### src/rtl/pfs_pkg.sv
package pfs_pkg;

    localparam int unsigned PFS_ADDR_W = 12;
    localparam int unsigned PFS_DATA_W = 32;

    // Register offsets inside the port space
    localparam logic [PFS_ADDR_W-1:0] OFS_SELECT = 12'h420;
    localparam logic [PFS_ADDR_W-1:0] OFS_KEY    = 12'h520;
    localparam logic [PFS_ADDR_W-1:0] OFS_COMMIT = 12'h524;

    typedef enum logic [1:0] {
        SLOT_NONE   = 2'd0,
        SLOT_SELECT = 2'd1,
        SLOT_KEY    = 2'd2,
        SLOT_COMMIT = 2'd3
    } pfs_slot_e;

    function automatic pfs_slot_e pfs_decode(input logic [PFS_ADDR_W-1:0] a);
        pfs_slot_e s;
        s = SLOT_NONE;
        if (a == OFS_SELECT) begin
            s = SLOT_SELECT;
        end else if (a == OFS_KEY) begin
            s = SLOT_KEY;
        end else if (a == OFS_COMMIT) begin
            s = SLOT_COMMIT;
        end
        return s;
    endfunction

endpackage

### src/rtl/pfs_keyguard.sv
module pfs_keyguard #(
    parameter int unsigned          DATA_W = 32,
    parameter logic [DATA_W-1:0]    KEY    = 32'h6B1D_93E4
) (
    input  logic              clk,
    input  logic              rst_n,
    input  logic              wr_key,
    input  logic [DATA_W-1:0] wdata,
    output logic              unlocked
);

    typedef struct packed {
        logic open;
    } guard_t;

    guard_t guard_d, guard_q;

    always_comb begin
        guard_d = guard_q;
        if (wr_key) begin
            guard_d.open = (wdata == KEY);
        end
    end

    always_ff @(posedge clk or negedge rst_n) begin
        if (!rst_n) begin
            guard_q <= '0;
        end else begin
            guard_q <= guard_d;
        end
    end

    assign unlocked = guard_q.open;

    AST_KEY_OPENS: assert property (@(posedge clk) disable iff (!rst_n)
        (wr_key && wdata == KEY) |=> unlocked) else $error("key did not unlock");

    AST_KEY_RELOCKS: assert property (@(posedge clk) disable iff (!rst_n)
        (wr_key && wdata != KEY) |=> !unlocked) else $error("bad key left unlocked");

    AST_KEY_HOLDS: assert property (@(posedge clk) disable iff (!rst_n)
        !wr_key |=> $stable(unlocked)) else $error("lock changed without write");

endmodule

### src/rtl/pfs_commit.sv
module pfs_commit #(
    parameter int unsigned         NPINS     = 8,
    parameter logic [NPINS-1:0]    PROT_MASK = 8'h0F
) (
    input  logic             clk,
    input  logic             rst_n,
    input  logic             wr_commit,
    input  logic             unlocked,
    input  logic [NPINS-1:0] wdata,
    output logic [NPINS-1:0] commit_en
);

    localparam logic [NPINS-1:0] RESET_VAL = ~PROT_MASK;

    typedef struct packed {
        logic [NPINS-1:0] en;
    } commit_t;

    commit_t commit_d, commit_q;

    always_comb begin
        commit_d = commit_q;
        if (wr_commit && unlocked) begin
            commit_d.en = wdata;
        end
    end

    always_ff @(posedge clk or negedge rst_n) begin
        if (!rst_n) begin
            commit_q.en <= RESET_VAL;
        end else begin
            commit_q <= commit_d;
        end
    end

    assign commit_en = commit_q.en;

    AST_COMMIT_FROZEN: assert property (@(posedge clk) disable iff (!rst_n)
        !unlocked |=> $stable(commit_en)) else $error("commit-enable moved while locked");

endmodule

### src/rtl/pfs_selreg.sv
module pfs_selreg #(
    parameter int unsigned         NPINS     = 8,
    parameter logic [NPINS-1:0]    PROT_MASK = 8'h0F
) (
    input  logic             clk,
    input  logic             rst_n,
    input  logic             wr_select,
    input  logic             unlocked,
    input  logic [NPINS-1:0] commit_en,
    input  logic [NPINS-1:0] wdata,
    output logic [NPINS-1:0] select
);

    typedef struct packed {
        logic [NPINS-1:0] bits;
    } sel_t;

    sel_t sel_d, sel_q;
    logic [NPINS-1:0] bit_allow;

    // Per-bit write permission: open bits always, guarded bits need key + commit
    for (genvar i = 0; i < NPINS; i++) begin : g_allow
        if (PROT_MASK[i]) begin : g_guarded
            assign bit_allow[i] = unlocked & commit_en[i];
        end else begin : g_open
            assign bit_allow[i] = 1'b1;
        end
    end

    always_comb begin
        sel_d = sel_q;
        if (wr_select) begin
            for (int i = 0; i < NPINS; i++) begin
                if (bit_allow[i]) begin
                    sel_d.bits[i] = wdata[i];
                end
            end
        end
    end

    always_ff @(posedge clk or negedge rst_n) begin
        if (!rst_n) begin
            sel_q.bits <= PROT_MASK;
        end else begin
            sel_q <= sel_d;
        end
    end

    assign select = sel_q.bits;

    AST_OPEN_BITS_TAKE: assert property (@(posedge clk) disable iff (!rst_n)
        wr_select |=> ((select & ~PROT_MASK) == ($past(wdata) & ~PROT_MASK)))
        else $error("unprotected bits not written");

    AST_GUARD_LOCKED: assert property (@(posedge clk) disable iff (!rst_n)
        (wr_select && !unlocked) |=> ((select & PROT_MASK) == ($past(select) & PROT_MASK)))
        else $error("protected bits moved while locked");

    AST_GUARD_NO_COMMIT: assert property (@(posedge clk) disable iff (!rst_n)
        wr_select |=> ((select & PROT_MASK & ~$past(commit_en)) ==
                       ($past(select) & PROT_MASK & ~$past(commit_en))))
        else $error("uncommitted protected bit moved");

endmodule

### src/rtl/pin_func_select.sv
module pin_func_select #(
    parameter int unsigned                      NPINS     = 8,
    parameter logic [NPINS-1:0]                 PROT_MASK = 8'h0F,
    parameter logic [pfs_pkg::PFS_DATA_W-1:0]   KEY       = 32'h6B1D_93E4
) (
    input  logic                              clk,
    input  logic                              rst_n,
    input  logic                              bus_wr,
    input  logic [pfs_pkg::PFS_ADDR_W-1:0]    bus_addr,
    input  logic [pfs_pkg::PFS_DATA_W-1:0]    bus_wdata,
    output logic [pfs_pkg::PFS_DATA_W-1:0]    bus_rdata,
    output logic [NPINS-1:0]                  pin_periph_sel
);
    import pfs_pkg::*;

    localparam int unsigned DATA_W = PFS_DATA_W;
    localparam int unsigned PAD_W  = DATA_W - NPINS;

    pfs_slot_e        slot;
    logic             wr_select, wr_key, wr_commit;
    logic             unlocked;
    logic [NPINS-1:0] commit_en;
    logic [NPINS-1:0] select;

    always_comb begin
        slot      = pfs_decode(bus_addr);
        wr_select = bus_wr && (slot == SLOT_SELECT);
        wr_key    = bus_wr && (slot == SLOT_KEY);
        wr_commit = bus_wr && (slot == SLOT_COMMIT);
    end

    pfs_keyguard #(
        .DATA_W (DATA_W),
        .KEY    (KEY)
    ) u_key (
        .clk      (clk),
        .rst_n    (rst_n),
        .wr_key   (wr_key),
        .wdata    (bus_wdata),
        .unlocked (unlocked)
    );

    pfs_commit #(
        .NPINS     (NPINS),
        .PROT_MASK (PROT_MASK)
    ) u_commit (
        .clk       (clk),
        .rst_n     (rst_n),
        .wr_commit (wr_commit),
        .unlocked  (unlocked),
        .wdata     (bus_wdata[NPINS-1:0]),
        .commit_en (commit_en)
    );

    pfs_selreg #(
        .NPINS     (NPINS),
        .PROT_MASK (PROT_MASK)
    ) u_sel (
        .clk       (clk),
        .rst_n     (rst_n),
        .wr_select (wr_select),
        .unlocked  (unlocked),
        .commit_en (commit_en),
        .wdata     (bus_wdata[NPINS-1:0]),
        .select    (select)
    );

    always_comb begin
        unique case (slot)
            SLOT_SELECT: bus_rdata = {{PAD_W{1'b0}}, select};
            SLOT_KEY:    bus_rdata = {{(DATA_W-1){1'b0}}, ~unlocked};
            SLOT_COMMIT: bus_rdata = {{PAD_W{1'b0}}, commit_en};
            default:     bus_rdata = '0;
        endcase
    end

    assign pin_periph_sel = select;

    AST_RSVD_ZERO: assert property (@(posedge clk) disable iff (!rst_n)
        (slot != SLOT_KEY) |-> (bus_rdata[DATA_W-1:NPINS] == '0))
        else $error("reserved bits not zero");

    AST_UNMAPPED_QUIET: assert property (@(posedge clk) disable iff (!rst_n)
        (bus_wr && slot == SLOT_NONE) |=>
            ($stable(pin_periph_sel) && $stable(unlocked) && $stable(commit_en)))
        else $error("unmapped write changed state");

endmodule

### config.mk
export PLATFORM = sky130hd
export DESIGN_NAME = pin_func_select
export DESIGN_NICKNAME = d
export VERILOG_FILES = /design/src/rtl/pfs_pkg.sv /design/src/rtl/pfs_keyguard.sv /design/src/rtl/pfs_commit.sv /design/src/rtl/pfs_selreg.sv /design/src/rtl/pin_func_select.sv
export SDC_FILE = /design/constraint.sdc
export NUM_CORES = 1
export LEC_CHECK = 0
export ABC_AREA = 1
export BUFFER_PORTS_ARGS = -buffer_cell sky130_fd_sc_hd__buf_2
export CAP_MARGIN = 20
export CORE_UTILIZATION = 45
export DETAILED_ROUTE_END_ITERATION = 8
export PLACE_DENSITY = 0.84
export SLEW_MARGIN = 20
export SYNTH_ARGS = -nofsm -noshare
export SYNTH_HDL_FRONTEND = slang
export SYNTH_SLANG_ARGS = --single-unit
### constraint.sdc
create_clock -name clk -period 3.23 [get_ports clk]
set_clock_uncertainty 0.15 [all_clocks]
set_input_delay 0.646 -clock clk [delete_from_list [all_inputs] [get_ports clk]]
set_output_delay 0.646 -clock clk [all_outputs]
set_load 0.01 [all_outputs]
==> flow_summary.yaml <==
status:
  status: "finished, violations left"
  violations: "design-rule violations"
timing:
  hold_violations: 0
  slew_violations: 0
  layout_min_cycle_time_ps: 2600
  setup_tns_ps: 0
  hold_ws_ps: 91.4
  setup_viol: 0
  post-route-period-util_pct: 80.6
  rsz0062_at_grt: "false"
  fmax_ghz: 0.384
drt:
  vias: 1443
  wl_mm: 3.18
  drcViolationCount: 4
  wl_per_cell_microns: 10.2
  ant_nets: 0
  via_per_inst: 4.64
  drt_iter0_drc: 48
  drt-pass1-iter-count: 8
power_and_ir_drop:
  ir_drop_mv: 0.215
  powerDensity_nw_per_um2: 243
  power_frac_comb_pct: 18.0
  swShare_pct: 28.8
  power_frac_seq_pct: 53.0
  switchingPower_w: 0.000116
  p_int_w: 0.000287
  leakagePower_nw: 1.04
  clock_power_share_pct: 29.0
logic_synthesis:
  yosysSeqAreaShare_pct: 31.2
  syn_inst: 218
  ys_ff_latch: 17
  synthDistinctLibCells: 19
  synth_warnings: 0
  synth_area_sq_um: 1400
  syn_area_per_cell_sq_um: 6.41
finish:
  num_antenna_cells: 0
  multiInputGateArea_sq_um: 719
  fill_cells: 284
  design_area_sq_um: 1660
  area_delta_synth_final_pct: 18.7
  nets: 328
  final_common_cell: "nand2_1"
  drive_gt1_share_pct: 30.4
  most-common-layout-cells: "79 x nand2_1, 62 x buf_2, 29 x inv_1"
  regArea_sq_um: 435
hold_path:
  hold_path.class: "input port to asynchronous set/reset pin"
global_route:
  gr-total-overflow: 0
  grt_antenna_before_repair: 0
  grt_pass1_vias: 1339
  grt_start_max_net_pins: 18
  grt.total_usage_pct: 21.0
  grt_first_pass_wirelength_mm: 5.46
clocking:
  cts_buffers: 3
  root_buffer: "clkbuf_4"
  post_cts_resized: 0
  h-tree-depth: 1
  cts_tree: "built"
  postCtsSetupBuffers: 0
  cts.path.max_buffers: 2
  clock_sinks: 17
  clock_latency_ps: 300
  cts_hold_buf: 0
  path_clk_slew_ps: 110
setup_path:
  cp_data_arrival_time_ps: 1810
  startpoint_type: "input port"
  path_class: "input port to output port"
  crit_fanout: 12
  cp_top_family: "simple AND/OR/NAND/NOR gates"
  end_kind: "output port"
  critPathMaxStageDelay_ps: 440
  cp_slowest_cell: "nor2_2"
  path_cells: "buf_2, nor2_1, nand3_1, nor2_2, nand3_1, nand2_1, buf_2"
  cp.required_ps: 2430
  critPathBufInv: 2
floorplanning:
  core_area_sq_um: 2850
  io-pin-count: 87
  die_x_microns: 57.7
  row_count: 19
  die_h_microns: 57.7
  initial_utilization_pct: 49.0
  die-area_sq_um: 3330
flow_run:
  drv_cap: 0
placement:
  postPlaceCellArea_sq_um: 1630
  numPortBuffers: 62
  place_congestion: 0.844
  dp_hpwl_mm: 2.50
[synth_stat cells]
| cell | n | area share [%] |
|---|---|---|
| nand2_1 | 79 | 21 |
| inv_1 | 29 | 7.8 |
| buf_4 | 25 | 13 |
| nor2_1 | 22 | 5.9 |
| nand4_1 | 18 | 8.1 |
| nand3_1 | 12 | 4.3 |
| dfrtp_1 | 9 | 16 |
| dfstp_2 | 8 | 15 |
| nor2_4 | 3 | 2.4 |
| buf_2 | 2 | 0.72 |
| inv_2 | 2 | 0.54 |
| nand2_2 | 2 | 0.90 |
| buf_6 | 1 | 0.81 |
| clkinv_1 | 1 | 0.27 |
| conb_1 | 1 | 0.27 |
| nand3_2 | 1 | 0.72 |
| nor2_2 | 1 | 0.45 |
| nor3_1 | 1 | 0.36 |
| nor3_2 | 1 | 0.72 |
[sequential cells by signal, summed over array words and instances, names as in the netlist]
name / cells
u_sel.select: 8
u_commit.commit_en: 8
u_key.unlocked: 1
[stage by stage]
stage | utilization [%] | setup slack (ps) | cells | power (W)
finish | 58.2 | 625 | 311 | 0.000403
detailed placement | 57.2 | 634 | 307 | 0.000289
CTS | 58.2 | 634 | 311 | 0.000407
global route | 58.2 | 437 | 311 | 0.000427
global placement | 57.2 | 684 | 307 | 0.000288
floorplan | - | 1050 | 241 | 0.000273
[final timing paths]
check                                       from                    end  slack [ps]  cells after the start
setup / recovery                     bus_addr[1]           bus_rdata[2]         630                      7
hold / removal                             rst_n         u_key.unlocked          90                      1
setup reg to reg                  u_key.unlocked  u_commit.commit_en[1]        1800                      5
hold reg to reg            u_commit.commit_en[7]  u_commit.commit_en[7]         320                      2
max in group asynchronous                  rst_n        u_sel.select[0]        2520                      1
min in group clk           u_commit.commit_en[7]  u_commit.commit_en[7]         320                      2
[power groups by stage]
stage | clock, W | sequential (W) | combinational (W)
detailed placement | 0 | 0.000217 | 0.0000721
CTS | 0.000121 | 0.000214 | 0.0000723
global route | 0.000130 | 0.000214 | 0.0000831
floorplan | 0 | 0.000217 | 0.0000551
global placement | 0 | 0.000217 | 0.0000710
finish | 0.000117 | 0.000214 | 0.0000724
[routing by layer]
layer / GRT usage, % / up-vias / part of all wire [%]
li1: - / 750 / -
met1: 25.6 / 633 / 41
met2: 37.2 / 56 / 52
met3: 4.91 / 4 / 6.4
met4: 5.78 / 0 / 1.0
met5: 0 / - / 0
[cells by family (layout without fill, tap and decap cells)]
| logic type | after synthesis | after routing | synth area share, % |
|---|---|---|---|
| and+or+nand+nor | 140 | 140 | 45.0 |
| other | 1 | 24 | 0.268 |
| DFF | 17 | 17 | 31.2 |
| buffers and inverters | 60 | 99 | 23.5 |
[layout make-up]
type	instances	area share (%)
flip-flops and latches	17	26.2
inverters	32	7.24
repair buffers	63	19.2
clock inverters	1	0.302
well taps	31	2.34
clock buffers	3	1.36
multi-input cells	164	43.4
(Power assumes the default switching activity.)
